===== src/rtl/gps_pkg.sv =====
package gps_pkg;
  typedef enum logic [2:0] {
    PH_IDLE,
    PH_CODE,
    PH_HDR,
    PH_PAY,
    PH_DONE
  } phase_e;
endpackage


===== src/rtl/gps_len_latch.sv =====
module gps_len_latch #(
  parameter int USED_W      = 13,
  parameter int CNT_W       = 12,
  parameter int MAX_PAYLOAD = 61
) (
  input  logic              clk_i,
  input  logic              rst_ni,
  input  logic              capture_i,
  input  logic [USED_W-1:0] used_i,
  output logic [CNT_W-1:0]  len_o,
  output logic              len_zero_o
);
  localparam logic [USED_W-1:0] CAP = USED_W'(MAX_PAYLOAD);

  logic [USED_W-1:0] clamped;
  logic [CNT_W-1:0]  len_q;

  assign clamped = (used_i > CAP) ? CAP : used_i;

  always_ff @(posedge clk_i or negedge rst_ni) begin
    if (!rst_ni)        len_q <= '0;
    else if (capture_i) len_q <= CNT_W'(clamped);
  end

  assign len_o      = len_q;
  assign len_zero_o = (len_q == '0);
endmodule


===== src/rtl/gps_pay_counter.sv =====
module gps_pay_counter #(
  parameter int CNT_W = 12
) (
  input  logic             clk_i,
  input  logic             rst_ni,
  input  logic             load_i,
  input  logic [CNT_W-1:0] len_i,
  input  logic             step_i,
  output logic [CNT_W-1:0] cnt_o,
  output logic             last_o
);
  logic [CNT_W-1:0] cnt_q;

  always_ff @(posedge clk_i or negedge rst_ni) begin
    if (!rst_ni) begin
      cnt_q <= '0;
    end else if (load_i) begin
      // zero length must never become all-ones
      cnt_q <= (len_i == '0) ? '0 : len_i - CNT_W'(1);
    end else if (step_i && cnt_q != '0) begin
      cnt_q <= cnt_q - CNT_W'(1);
    end
  end

  assign cnt_o  = cnt_q;
  assign last_o = (cnt_q == '0);
endmodule


===== src/rtl/gps_byte_mux.sv =====
module gps_byte_mux
  import gps_pkg::*;
#(
  parameter int          CNT_W     = 12,
  parameter int          HDR_BYTES = 3,
  parameter int          IDX_W     = 2,
  parameter logic [7:0]  RESP_CODE = 8'hA5,
  parameter logic [7:0]  HDR_TAG   = 8'h5C
) (
  input  phase_e           phase_i,
  input  logic [IDX_W-1:0] hdr_idx_i,
  input  logic [CNT_W-1:0] len_i,
  input  logic [7:0]       fifo_data_i,
  output logic [7:0]       byte_o
);
  localparam logic [IDX_W-1:0] IDX_HI = IDX_W'(HDR_BYTES - 2);
  localparam logic [IDX_W-1:0] IDX_LO = IDX_W'(HDR_BYTES - 1);

  logic [15:0] len_ext;
  assign len_ext = 16'(len_i);

  always_comb begin
    byte_o = 8'h00;
    unique case (phase_i)
      PH_CODE: byte_o = RESP_CODE;
      PH_HDR: begin
        if (hdr_idx_i == '0)          byte_o = HDR_TAG;
        else if (hdr_idx_i == IDX_HI) byte_o = len_ext[15:8];
        else if (hdr_idx_i == IDX_LO) byte_o = len_ext[7:0];
        else                          byte_o = 8'h00;
      end
      PH_PAY:  byte_o = fifo_data_i;
      default: byte_o = 8'h00;
    endcase
  end
endmodule


===== src/rtl/gps_fsm.sv =====
module gps_fsm
  import gps_pkg::*;
#(
  parameter int HDR_BYTES = 3,
  parameter int IDX_W     = 2
) (
  input  logic             clk_i,
  input  logic             rst_ni,
  input  logic             start_i,
  input  logic             ready_i,
  input  logic             empty_i,
  input  logic             len_zero_i,
  input  logic             last_i,
  output phase_e           phase_o,
  output logic [IDX_W-1:0] hdr_idx_o,
  output logic             valid_o,
  output logic             capture_o,
  output logic             load_o,
  output logic             step_o,
  output logic             pop_o,
  output logic             underrun_o,
  output logic             done_o
);
  localparam logic [IDX_W-1:0] IDX_LAST = IDX_W'(HDR_BYTES - 1);

  phase_e           phase_q, phase_d;
  logic [IDX_W-1:0] idx_q, idx_d;
  logic             accept;

  assign valid_o = (phase_q == PH_CODE) || (phase_q == PH_HDR) || (phase_q == PH_PAY);
  assign accept  = valid_o && ready_i;

  always_comb begin
    phase_d   = phase_q;
    idx_d     = idx_q;
    capture_o = 1'b0;
    load_o    = 1'b0;
    step_o    = 1'b0;
    unique case (phase_q)
      PH_IDLE: if (start_i) phase_d = PH_CODE;
      PH_CODE: if (accept) begin
        phase_d   = PH_HDR;
        idx_d     = '0;
        capture_o = 1'b1;
      end
      PH_HDR: if (accept) begin
        if (idx_q == IDX_LAST) begin
          if (len_zero_i) phase_d = PH_DONE;
          else begin
            phase_d = PH_PAY;
            load_o  = 1'b1;
          end
        end else begin
          idx_d = idx_q + IDX_W'(1);
        end
      end
      PH_PAY: if (accept) begin
        if (last_i) phase_d = PH_DONE;
        else        step_o  = 1'b1;
      end
      PH_DONE: phase_d = PH_IDLE;
      default: phase_d = PH_IDLE;
    endcase
  end

  always_ff @(posedge clk_i or negedge rst_ni) begin
    if (!rst_ni) begin
      phase_q <= PH_IDLE;
      idx_q   <= '0;
    end else begin
      phase_q <= phase_d;
      idx_q   <= idx_d;
    end
  end

  assign phase_o    = phase_q;
  assign hdr_idx_o  = idx_q;
  assign pop_o      = (phase_q == PH_PAY) && accept && !empty_i;
  assign underrun_o = (phase_q == PH_PAY) && empty_i;
  assign done_o     = (phase_q == PH_DONE);
endmodule


===== src/rtl/get_payload_seq.sv =====
module get_payload_seq
  import gps_pkg::*;
#(
  parameter int         USED_W      = 13,
  parameter int         CNT_W       = 12,
  parameter int         MAX_PAYLOAD = 61,
  parameter int         HDR_BYTES   = 3,
  parameter logic [7:0] RESP_CODE   = 8'hA5,
  parameter logic [7:0] HDR_TAG     = 8'h5C
) (
  input  logic              clk_i,
  input  logic              rst_ni,
  input  logic              start_i,
  input  logic [USED_W-1:0] used_i,
  input  logic              fifo_empty_i,
  input  logic [7:0]        fifo_data_i,
  input  logic              byte_ready_i,
  output logic [7:0]        byte_o,
  output logic              byte_valid_o,
  output logic              fifo_pop_o,
  output logic              underrun_o,
  output logic              done_o
);
  localparam int IDX_W = (HDR_BYTES > 2) ? $clog2(HDR_BYTES) : 1;

  phase_e           phase;
  logic [IDX_W-1:0] hdr_idx;
  logic             capture, load, step, last, len_zero;
  logic [CNT_W-1:0] len, pay_cnt;

  gps_fsm #(.HDR_BYTES(HDR_BYTES), .IDX_W(IDX_W)) u_fsm (
    .clk_i, .rst_ni, .start_i,
    .ready_i(byte_ready_i), .empty_i(fifo_empty_i),
    .len_zero_i(len_zero), .last_i(last),
    .phase_o(phase), .hdr_idx_o(hdr_idx), .valid_o(byte_valid_o),
    .capture_o(capture), .load_o(load), .step_o(step),
    .pop_o(fifo_pop_o), .underrun_o(underrun_o), .done_o(done_o)
  );

  gps_len_latch #(.USED_W(USED_W), .CNT_W(CNT_W), .MAX_PAYLOAD(MAX_PAYLOAD)) u_len (
    .clk_i, .rst_ni, .capture_i(capture), .used_i,
    .len_o(len), .len_zero_o(len_zero)
  );

  gps_pay_counter #(.CNT_W(CNT_W)) u_cnt (
    .clk_i, .rst_ni, .load_i(load), .len_i(len), .step_i(step),
    .cnt_o(pay_cnt), .last_o(last)
  );

  gps_byte_mux #(
    .CNT_W(CNT_W), .HDR_BYTES(HDR_BYTES), .IDX_W(IDX_W),
    .RESP_CODE(RESP_CODE), .HDR_TAG(HDR_TAG)
  ) u_mux (
    .phase_i(phase), .hdr_idx_i(hdr_idx), .len_i(len),
    .fifo_data_i, .byte_o
  );
endmodule


===== config.mk =====
export PLATFORM = sky130hd
export DESIGN_NAME = get_payload_seq
export DESIGN_NICKNAME = d
export VERILOG_FILES = /design/src/rtl/gps_pkg.sv /design/src/rtl/gps_len_latch.sv /design/src/rtl/gps_pay_counter.sv /design/src/rtl/gps_byte_mux.sv /design/src/rtl/gps_fsm.sv /design/src/rtl/get_payload_seq.sv
export SDC_FILE = /design/constraint.sdc
export NUM_CORES = 1
export LEC_CHECK = 0
export ABC_CLOCK_PERIOD_IN_PS = 2400
export BUFFER_PORTS_ARGS = -buffer_cell sky130_fd_sc_hd__buf_4
export CAP_MARGIN = 15
export CORE_MARGIN = 5
export CORE_UTILIZATION = 40
export DETAILED_ROUTE_END_ITERATION = 12
export PLACE_DENSITY_LB_ADDON = 0.2
export SYNTH_ARGS = -nofsm -noshare
export SYNTH_HDL_FRONTEND = slang
export SYNTH_SLANG_ARGS = --single-unit

===== constraint.sdc =====
create_clock -name clk_i -period 2.4 [get_ports clk_i]
set_input_delay 0.36 -clock clk_i [delete_from_list [all_inputs] [get_ports clk_i]]
set_output_delay 0.36 -clock clk_i [all_outputs]
set_load 0.02 [all_outputs]

==> run metrics, run 1 <==
Peak Freq around 450 MHz; port buffer count 37; Area contributors post-synth dfrtp_1 35%, o21ai_0 4.6%, ha_1 4.2%; DP Wirelength approximately 4.1 mm; worst-path fanout max 7; drt pass-1 iters 4; Max-slew headroom 62.2%; CTS Hold Buffers Added 0; Setup violations, final 0; GRT Overall Usage between 15 and 20%; global-route wire length before repair 9.09 mm; #FFs+latches synth 29; Data required, critical path just over 2000 ps; Root Driver clkbuf_8; Antenna Nets Post-Route 0; Final Hold Slack about 5.6 ps; final wirelength between 5 and 6 mm; Synth area leader dfrtp_1; maximum buffer depth of the clock tree 2; Avg WL per Cell 15.3 um; Finished Core Util between 40% and 50%; GRT overflow 0; H-tree depth 2; CP max stage delay 380 ps; Die Ht roughly 82 um; Synth Area in Simple Gates about 30%; Boundary Pins 38; area of the mapped netlist 2080 um2; Vias roughly 1,900; XOR/XNOR share of the synthesized area under 10%; Antenna Cells 0; total negative slack 0 ps; Critical-path top delay cell dfrtp_1; post-layout min period approximately 2200 ps; leakage between 1 and 1.5 nW; Slew @ Worst Pin ~560 ps; pin count of the biggest net entering global routing 30; adder-cell share of the synthesized area between 4 and 5%; initial drt markers 95; share of the synthesized area in the top cell type about a third; number of CTS-inserted buffers 5; main combinational cell family by area after synthesis simple AND/OR/NAND/NOR gates; Hold WC Path Type in2async; Seq/Total Area, Yosys a little over a third; CP arrival approximately 1900 ps; DR DRC count 0; CTS sink cnt 29; final net count about 310; number of flops mapped to enable cells by yosys 0; vias per std cell 5.46; Yosys Warn Count 0; Unique masters post-synth 52; vias in the first global route between 1,500 and 2,000; Syn Area/Cell 8.70 um2; CP cell instances inv_1, ha_1, nand2_1, nor2_1, a21oi_1, a221oi_1, buf_4; critical path type reg2out; cell family with most CP delay flip-flops; Synth Flop Type dfrtp_1; CP endpoint kind primary output; Die W around 80 um; Reg clk slew, reported paths 60 ps; Synth Instances 239; peak supply drop about 0.53 mV; post-synthesis compound-gate area fraction between 10% and 20%; Setup crit start kind flop; Area Growth Syn to Fin 21.9%; RSZ-0062 raised after global routing no; post-synthesis net count approximately 270; skew final about 4.3 ps; Fin. Hold Viols 0; Async SR Flop Fraction 100%; PD cells 1070 nW/um2; Final GP Congestion 0.839; status finished, final reports clean; total power ~2.7 mW; Die ar. 6740 um2; mux contribution to synthesized area approximately 3%; # Max-Cap Violations 0; Core Area 5070 um2; layout cell share with drive strength beyond 1 ~23%; initial cell density of the core about two fifths; Buf+Inv Stages, Crit Path 2; initial antenna violation count 0; fin crit share about 92%; CTS tree built; fill count 527; row count 26; worst skew pair latency roughly 280 ps; pins over their slew limit 0
==> cells in the mapped netlist (2+ instances only) <==
library cell,n
nor4_4,2
and2_1,2
nand2b_1,5
o31a_1,4
buf_2,2
nor4b_1,3
ha_1,7
nand3_1,5
nand2_1,18
inv_1,14
or3_1,4
a31oi_1,8
o21ai_0,19
xor2_1,3
or2_2,3
nor2b_1,10
a2bb2oi_1,2
mux2i_1,5
nor3b_1,2
nor3_1,9
buf_6,2
xnor2_1,3
o22a_1,3
clkbuf_1,5
a21bo_2,2
or4_1,4
or4_4,2
or2_1,2
a21oi_1,8
nor4_1,10
a22oi_1,2
o31ai_1,4
dfrtp_1,29
nor2_1,17
a211o_1,2
==> final timing paths <==
kind | from | endpoint | slack (ps) | cells past startpoint
setup / recovery | u_fsm.hdr_idx_o[0]$_DFFE_PN0P_ | byte_o[3] | 190 | 7
hold / removal | rst_ni | u_fsm.hdr_idx_o[1]$_DFFE_PN0P_ | 6 | 1
setup reg to reg | u_len.len_o[2]$_DFFE_PN0P_ | u_cnt.cnt_o[11]$_DFFE_PN0P_ | 410 | 5
hold reg to reg | u_cnt.cnt_o[1]$_DFFE_PN0P_ | u_cnt.cnt_o[1]$_DFFE_PN0P_ | 600 | 2
max in group asynchronous | rst_ni | u_len.len_o[10]$_DFFE_PN0P_ | 2100 | 1
min in group clk_i | used_i[5] | u_len.len_o[5]$_DFFE_PN0P_ | 300 | 2
==> per-stage QoR <==
stage          cell area [um2]  worst slack (ps)  cells
2_1_floorplan             2080               349    239
3_3_place_gp              2440               456    343
3_5_place_dp              2440               427    343
4_1_cts                   2530               107    350
5_1_grt                   2530              8.13    350
6_report                  2530               187    350
==> layout by cell type, fill, tap and decap left out, types with 3 or more instances in the layout <==
master / n
buf_4: 45
dfrtp_1: 29
o21ai_0: 19
nand2_1: 18
nor2_1: 17
inv_1: 14
nor2b_1: 10
nor4_1: 10
nor3_1: 9
a21oi_1: 8
a31oi_1: 8
ha_1: 7
clkbuf_8: 6
nand2b_1: 5
nand3_1: 5
mux2i_1: 5
o31ai_1: 4
or4_1: 4
o31a_1: 4
or3_1: 4
o22a_1: 3
or2_2: 3
xnor2_1: 3
xor2_1: 3
==> registers in the layout, summed over array words and instances, names as in the netlist <==
name             cells
u_cnt.cnt_o         12
u_len.len_o         12
u_fsm.phase_o        3
u_fsm.hdr_idx_o      2
==> area by class of cell <==
cell class,instances,area (um2),share of cell area [%]
clock buffer,7,86.3,3.41
inverter,14,52.6,2.07
multi-input combinational,185,1240,49.1
sequential,29,726,28.6
tap,70,87.6,3.46
timing repair buffer,45,338,13.3
==> per-layer routing <==
metal / up-vias / part of all wire (%) / global-route usage [%]
met4: 0 / 1.1 / 5.15
met5: - / 0 / 0
li1: 963 / - / -
met2: 53 / 45 / 27.1
met3: 6 / 5.4 / 4.01
met1: 889 / 49 / 24.9
==> cells by family (layout without fill, tap and decap cells) <==
group,count (synthesis),count (layout)
compound gates,61,61
flops,29,29
mux,6,6
buf+inv,25,66
xor+xnor,6,6
simple gates,105,105
fa+ha+maj,7,7
==> where the power goes <==
group / switching (mW) / leakage, nW / internal [mW]
combinational: 0.814 / 0.656 / 0.643
clock: 0.180 / 0.0443 / 0.227
sequential: 0.195 / 0.355 / 0.660
==> what timing repair did <==
action / in CTS / in global routing
setup buffers: 0 / 0
setup endpoints to repair: 0 / 2
resized for setup: 0 / 1
No activity file was read; power rests on OpenSTA's default activity.
==> run 2: changes to the inputs <==
CELL_PAD_IN_SITES_DETAIL_PLACEMENT = 0   (was default)
CELL_PAD_IN_SITES_GLOBAL_PLACEMENT = 2   (was default)
CORE_UTILIZATION = 33   (was 40)
GPL_TIMING_DRIVEN = 0   (was default)
==> run metrics, run 2 (same netlist as run 1, synthesis figures left out) <==
status finished, violations left (was finished, final reports clean); failing checks negative hold slack; row count 29 (was 26); global-route wire length before repair 9.59 mm (was 9.09 mm); Die Ht 89.4 um (was 82.1 um); H-tree depth 2 (unchanged); CTS Hold Buffers Added 0 (unchanged); Setup violations, final 0 (unchanged); Antenna Cells 0 (unchanged); commonest non-fill, non-tap cell in the layout buf_4 (unchanged); DP Wirelength 4.53 mm (was 4.05 mm); number of CTS-inserted buffers 5 (unchanged); GRT Overall Usage 15.8% (was 17.7%); initial antenna violation count 0 (unchanged); drt pass-1 iters 6 (was 4); CP arrival 1850 ps (about the same); pins over their slew limit 0 (unchanged); CP max stage delay 390 ps (was 380 ps); Final GP Congestion 0.786 (was 0.839); CP endpoint kind primary output (unchanged); CTS sink cnt 29 (unchanged); DR DRC count 0 (unchanged); Max-slew headroom 63.1% (was 62.2%); Data required, critical path 2040 ps (about the same); Antenna Nets Post-Route 0 (unchanged); CP cell instances inv_1, ha_1, clkbuf_1, a21oi_1, a221oi_1, buf_4 (was inv_1, ha_1, nand2_1, nor2_1, a21oi_1, a221oi_1, buf_4); DP Cell Count 353 (was 343); vias in the first global route 1,895 (was 1,834); vias per std cell 5.38 (was 5.46); post-layout min period 2210 ps (about the same); Critical-path top delay cell dfrtp_1 (unchanged); Final Hold Slack -1.69 ps (was 5.60 ps); Die ar. 7990 um2 (was 6740 um2); initial drt markers 75 (was 95); leakage 1.05 nW (about the same); fin crit share 92.2% (about the same); Core Area 6240 um2 (was 5070 um2); port buffer count 37 (unchanged); Avg WL per Cell 16.2 um (was 15.3 um); Slew @ Worst Pin 548 ps (was 562 ps); fill count 637 (was 527); worst-path fanout max 9 (was 7); Root Driver clkbuf_8 (unchanged); Hold WC Path Type in2async (unchanged); layout cell share with drive strength beyond 1 22.3% (was 22.5%); worst skew pair latency 280 ps (about the same); peak supply drop 0.456 mV (was 0.529 mV); Non-Filler Instances 359 (was 350); Peak Freq 452 MHz (about the same); Setup crit start kind flop (unchanged); Vias 1,930 (was 1,911); Fin. Hold Viols 2 (was 0); most frequent cells in the layout 38 x buf_4, 29 x dfrtp_1, 19 x o21ai_0, 18 x nand2_1, 17 x nor2_1 (was 45 x buf_4, 29 x dfrtp_1, 19 x o21ai_0, 18 x nand2_1, 17 x nor2_1); CTS tree built (unchanged); Die W 89.4 um (was 82.1 um); final net count 315 (was 313); GRT overflow 0 (unchanged); total negative slack 0 ps (unchanged); cell family with most CP delay buffers and inverters (was flip-flops); PD cells 1060 nW/um2 (was 1070 nW/um2); Buf+Inv Stages, Crit Path 3 (was 2); RSZ-0062 raised after global routing no (unchanged); total power 2.71 mW (was 2.72 mW); critical path type reg2out (unchanged); skew final 7.66 ps (was 4.31 ps); maximum buffer depth of the clock tree 2 (unchanged); Boundary Pins 38 (unchanged); pin count of the biggest net entering global routing 30 (unchanged); Reg clk slew, reported paths 70 ps (was 60 ps); Area Growth Syn to Fin 22.6% (was 21.9%); # Max-Cap Violations 0 (unchanged); final wirelength 5.81 mm (was 5.35 mm); initial cell density of the core 33.3% (was 41.0%)
==> run 2: worst register-to-register path: stages, from the launching register on <==
cell and delay (ps):
dfrtp_1 470, or4_4 590, nor4_4 420, or2_1 170, buf_6 140, mux2_1 320
==> run 2: layer usage <==
metal  GRT usage [%]  part of all wire [%]
met5               0                     0
met4            4.74                  0.98
met3            3.41                   2.7
met2            25.5                    48
met1            21.2                    48
==> run 2: final timing paths <==
check	from	end	slack, ps	depth (start not counted)
min in group clk_i	used_i[2]	u_len.len_o[2]$_DFFE_PN0P_	310	2
max in group asynchronous	rst_ni	u_len.len_o[7]$_DFFE_PN0P_	2100	1
worst min-delay path	rst_ni	u_cnt.cnt_o[1]$_DFFE_PN0P_	-2	1
worst max-delay path	u_fsm.hdr_idx_o[1]$_DFFE_PN0P_	byte_o[3]	190	6
worst min register to register	u_fsm.hdr_idx_o[0]$_DFFE_PN0P_	u_fsm.hdr_idx_o[0]$_DFFE_PN0P_	600	3
worst max register to register	u_len.len_o[2]$_DFFE_PN0P_	u_cnt.cnt_o[3]$_DFFE_PN0P_	190	5
==> run 2: timing repair <==
| item | CTS | global route |
|---|---|---|
| gates resized for setup | 1 | 4 |
| buffers inserted | 0 | 0 |
| endpoints found under the setup margin | 3 | 7 |
==> run 2: cell type report <==
type	instances	area, um2	area share [%]
inverter	14	52.6	2.06
tap	77	96.3	3.78
multi-input combinational	185	1250	49.0
sequential	29	726	28.5
clock buffer	7	86.3	3.39
timing repair buffer	37	278	10.9
buffer	10	60.1	2.36
==> run 2: where the power goes <==
part / leakage [nW] / switching [mW] / internal, mW / total (mW)
registers: 0.355 / 0.197 / 0.660 / 0.856
clock network: 0.0443 / 0.185 / 0.227 / 0.412
logic: 0.648 / 0.820 / 0.622 / 1.44
total: 1.05 / 1.20 / 1.51 / 2.71
==> run 2: through the flow <==
step                hold slack [ps]  util (%)  instance area, um2  setup WS (ps)
global route                   30.5      40.8                2550           20.3
global placement                320      39.3                2450            168
CTS                            13.9      40.7                2540            101
finish                        -1.69      40.8                2550            186
floorplan                      64.4         -                2080            349
detailed placement              318      39.3                2450            184
==> run 3: changes to the inputs <==
ABC_AREA = 1   (was default)
CORE_UTILIZATION = 31   (was 33)
==> run metrics, run 3 <==
CP arrival 1760 ps (was 1850 ps); CP cell instances inv_1, ha_2, inv_1, o21ai_0, o21ai_0, o21ai_0, buf_4 (was inv_1, ha_1, clkbuf_1, a21oi_1, a221oi_1, buf_4); Data required, critical path 2040 ps (about the same); Placement Cell Area 2620 um2 (was 2450 um2); final wirelength 5.94 mm (was 5.81 mm); Critical-path top delay cell dfrtp_1 (unchanged); Core Area 6910 um2 (was 6240 um2); pin count of the biggest net entering global routing 30 (unchanged); Non-Filler Instances 471 (was 359); PD cells 1130 nW/um2 (was 1060 nW/um2); initial cell density of the core 32.2% (was 33.3%); Antenna Cells 0 (unchanged); post-synthesis net count 363 (was 272); vias in the first global route 2,156 (was 1,895); vias per std cell 4.58 (was 5.38); Antenna Nets Post-Route 0 (unchanged); number of flops mapped to enable cells by yosys 0 (unchanged); worst r2r dst u_cnt.cnt_o[2]$_DFFE_PN0P_ (was u_cnt.cnt_o[3]$_DFFE_PN0P_); post-layout min period 2120 ps (was 2210 ps); most common cell in the netlist nand2_1 (was dfrtp_1); worst-path fanout max 6 (was 9); Die Ht 94.7 um (was 89.4 um); #FFs+latches synth 29 (unchanged); pre-CTS setup slack 492 ps (was 184 ps); Synth Flop Type dfrtp_1 (unchanged); GRT overflow 0 (unchanged); CP most frequent cell o21ai_0; Unique masters post-synth 30 (was 52); Fin. Hold Viols 3 (was 2); Area Growth Syn to Fin 21.6% (was 22.6%); Die ar. 8970 um2 (was 7990 um2); Slew @ Worst Pin 406 ps (was 548 ps); initial antenna violation count 0 (unchanged); drt pass-1 iters 4 (was 6); skew final 9.24 ps (was 7.66 ps); Hold WC Path Type in2async (unchanged); Synth Instances 330 (was 239); DR DRC count 0 (unchanged); post-route setup slack 280 ps (was 186 ps); Setup violations, final 0 (unchanged); global-route wire length before repair 10.3 mm (was 9.59 mm); CP max stage delay 380 ps (was 390 ps); H-tree depth 2 (unchanged); initial drt markers 75 (unchanged); failing checks negative hold slack (unchanged); Vias 2,157 (was 1,930); Max-slew headroom 72.9% (was 63.1%); port buffer count 37 (unchanged); Async SR Flop Fraction 100% (unchanged); DP Cell Count 463 (was 353); # Max-Cap Violations 0 (unchanged); leakage 1.34 nW (was 1.05 nW); most frequent cells in the layout 102 x nand2_1, 37 x buf_4, 34 x nor2_1, 33 x inv_1, 31 x nand3_1 (was 38 x buf_4, 29 x dfrtp_1, 19 x o21ai_0, 18 x nand2_1, 17 x nor2_1); Setup crit start kind flop (unchanged); total power 3.05 mW (was 2.71 mW); Synth area leader dfrtp_1 (unchanged); critical path type reg2out (unchanged); worst r2r src u_cnt.cnt_o[0]$_DFFE_PN0P_ (was u_len.len_o[2]$_DFFE_PN0P_); Boundary Pins 38 (unchanged); RSZ-0062 raised after global routing no (unchanged); commonest cells in the netlist 102 x nand2_1, 34 x nor2_1, 33 x inv_1, 31 x nand3_1, 29 x dfrtp_1 (was 29 x dfrtp_1, 19 x o21ai_0, 18 x nand2_1, 17 x nor2_1, 14 x inv_1); Final Hold Slack -3.61 ps (was -1.69 ps); number of CTS-inserted buffers 5 (unchanged); Avg WL per Cell 12.6 um (was 16.2 um); Seq/Total Area, Yosys 32.6% (was 34.9%); total negative slack 0 ps (unchanged); Yosys Warn Count 0 (unchanged); CTS tree built (unchanged); Final GP Congestion 0.790 (was 0.786); CP endpoint kind primary output (unchanged); Root Driver clkbuf_8 (unchanged); pins over their slew limit 0 (unchanged); Syn Area/Cell 6.75 um2 (was 8.70 um2); Finished Core Util 39.2% (was 40.8%); Area contributors post-synth dfrtp_1 33%, nand2_1 17%, nand3_1 7.0% (was dfrtp_1 35%, o21ai_0 4.6%, ha_1 4.2%); Final Cell Area 2710 um2 (was 2550 um2); DP Wirelength 4.72 mm (was 4.53 mm); worst skew pair latency 280 ps (about the same); maximum buffer depth of the clock tree 2 (unchanged); share of the synthesized area in the top cell type 32.6% (was 34.9%); area of the mapped netlist 2230 um2 (was 2080 um2); Die W 94.7 um (was 89.4 um); Reg clk slew, reported paths 70 ps (about the same); commonest non-fill, non-tap cell in the layout nand2_1 (was buf_4); row count 30 (was 29); peak supply drop 0.348 mV (was 0.456 mV); final net count 407 (was 315); layout cell share with drive strength beyond 1 20.5% (was 22.3%); CTS sink cnt 29 (unchanged); status finished, violations left (unchanged); fin crit share 88.4% (was 92.2%); Peak Freq 472 MHz (was 452 MHz); cell family with most CP delay buffers and inverters (unchanged); r2r setup slk 650 ps (was 190 ps); Buf+Inv Stages, Crit Path 3 (unchanged); GRT Overall Usage 14.5% (was 15.8%); worst reg-to-reg path cell count 11 (was 5)
## run 3: power breakdown
part           switching (mW)  total [mW]  internal (mW)
clock network           0.191       0.397          0.206
logic                    1.12        1.80          0.685
registers               0.195       0.848          0.654
total                    1.50        3.05           1.54
## run 3: logic make-up (layout without fill, tap and decap cells)
kind of cell | Yosys count | count (layout) | share of synthesized area (%)
fa+ha+maj | 7 | 7 | 3.93
simple gates | 200 | 200 | 41.0
xor+xnor | 11 | 11 | 4.33
buf+inv | 44 | 89 | 8.88
flops | 29 | 29 | 32.6
compound gates | 39 | 39 | 9.22
## run 3: worst reg2reg max path: stages, from the launching register on
cell and delay, ps:
dfrtp_1 380, inv_1 150, ha_1 180, inv_1 40
nor3_1 190, nand3_1 170, nand3_1 140, nand2_4 80
inv_2 80, buf_6 150, nand2_1 60, nand2_1 60
## run 3: layout make-up
type	count	area, um2
Inverter	38	143
Timing Repair Buffer	37	278
Buffer	6	55.1
Sequential cell	29	726
Clock buffer	8	80.1
Multi-Input combinational cell	257	1310
Fill cell	771	4200
Tap cell	96	120
## run 3: layer usage
metal,track usage [%],vias up,wire length (um)
met5,0,-,0
met4,2.88,0,19
met3,2.63,4,181
met2,22.8,33,2630
met1,20.7,984,3100
li1,-,1136,-
## run 3: timing repair
| item | CTS | global route |
|---|---|---|
| setup endpoints to repair | 0 | 1 |
| resized for setup | 0 | 1 |
| buffers inserted | 0 | 0 |
| hold buffers | 0 | 0 |
## run 3: worst max-delay path by stage
stage	start	to	slack [ps]	depth (start not counted)
after floorplan	u_fsm.hdr_idx_o[0]$_DFFE_PN0P_	byte_o[0]	520	6
after global placement	u_fsm.hdr_idx_o[0]$_DFFE_PN0P_	byte_o[0]	510	7
after detailed placement	u_fsm.hdr_idx_o[0]$_DFFE_PN0P_	byte_o[0]	490	7
after CTS	u_fsm.hdr_idx_o[0]$_DFFE_PN0P_	byte_o[0]	170	7
after global routing	u_fsm.hdr_idx_o[0]$_DFFE_PN0P_	byte_o[0]	30	7
final	u_fsm.hdr_idx_o[0]$_DFFE_PN0P_	byte_o[0]	280	7
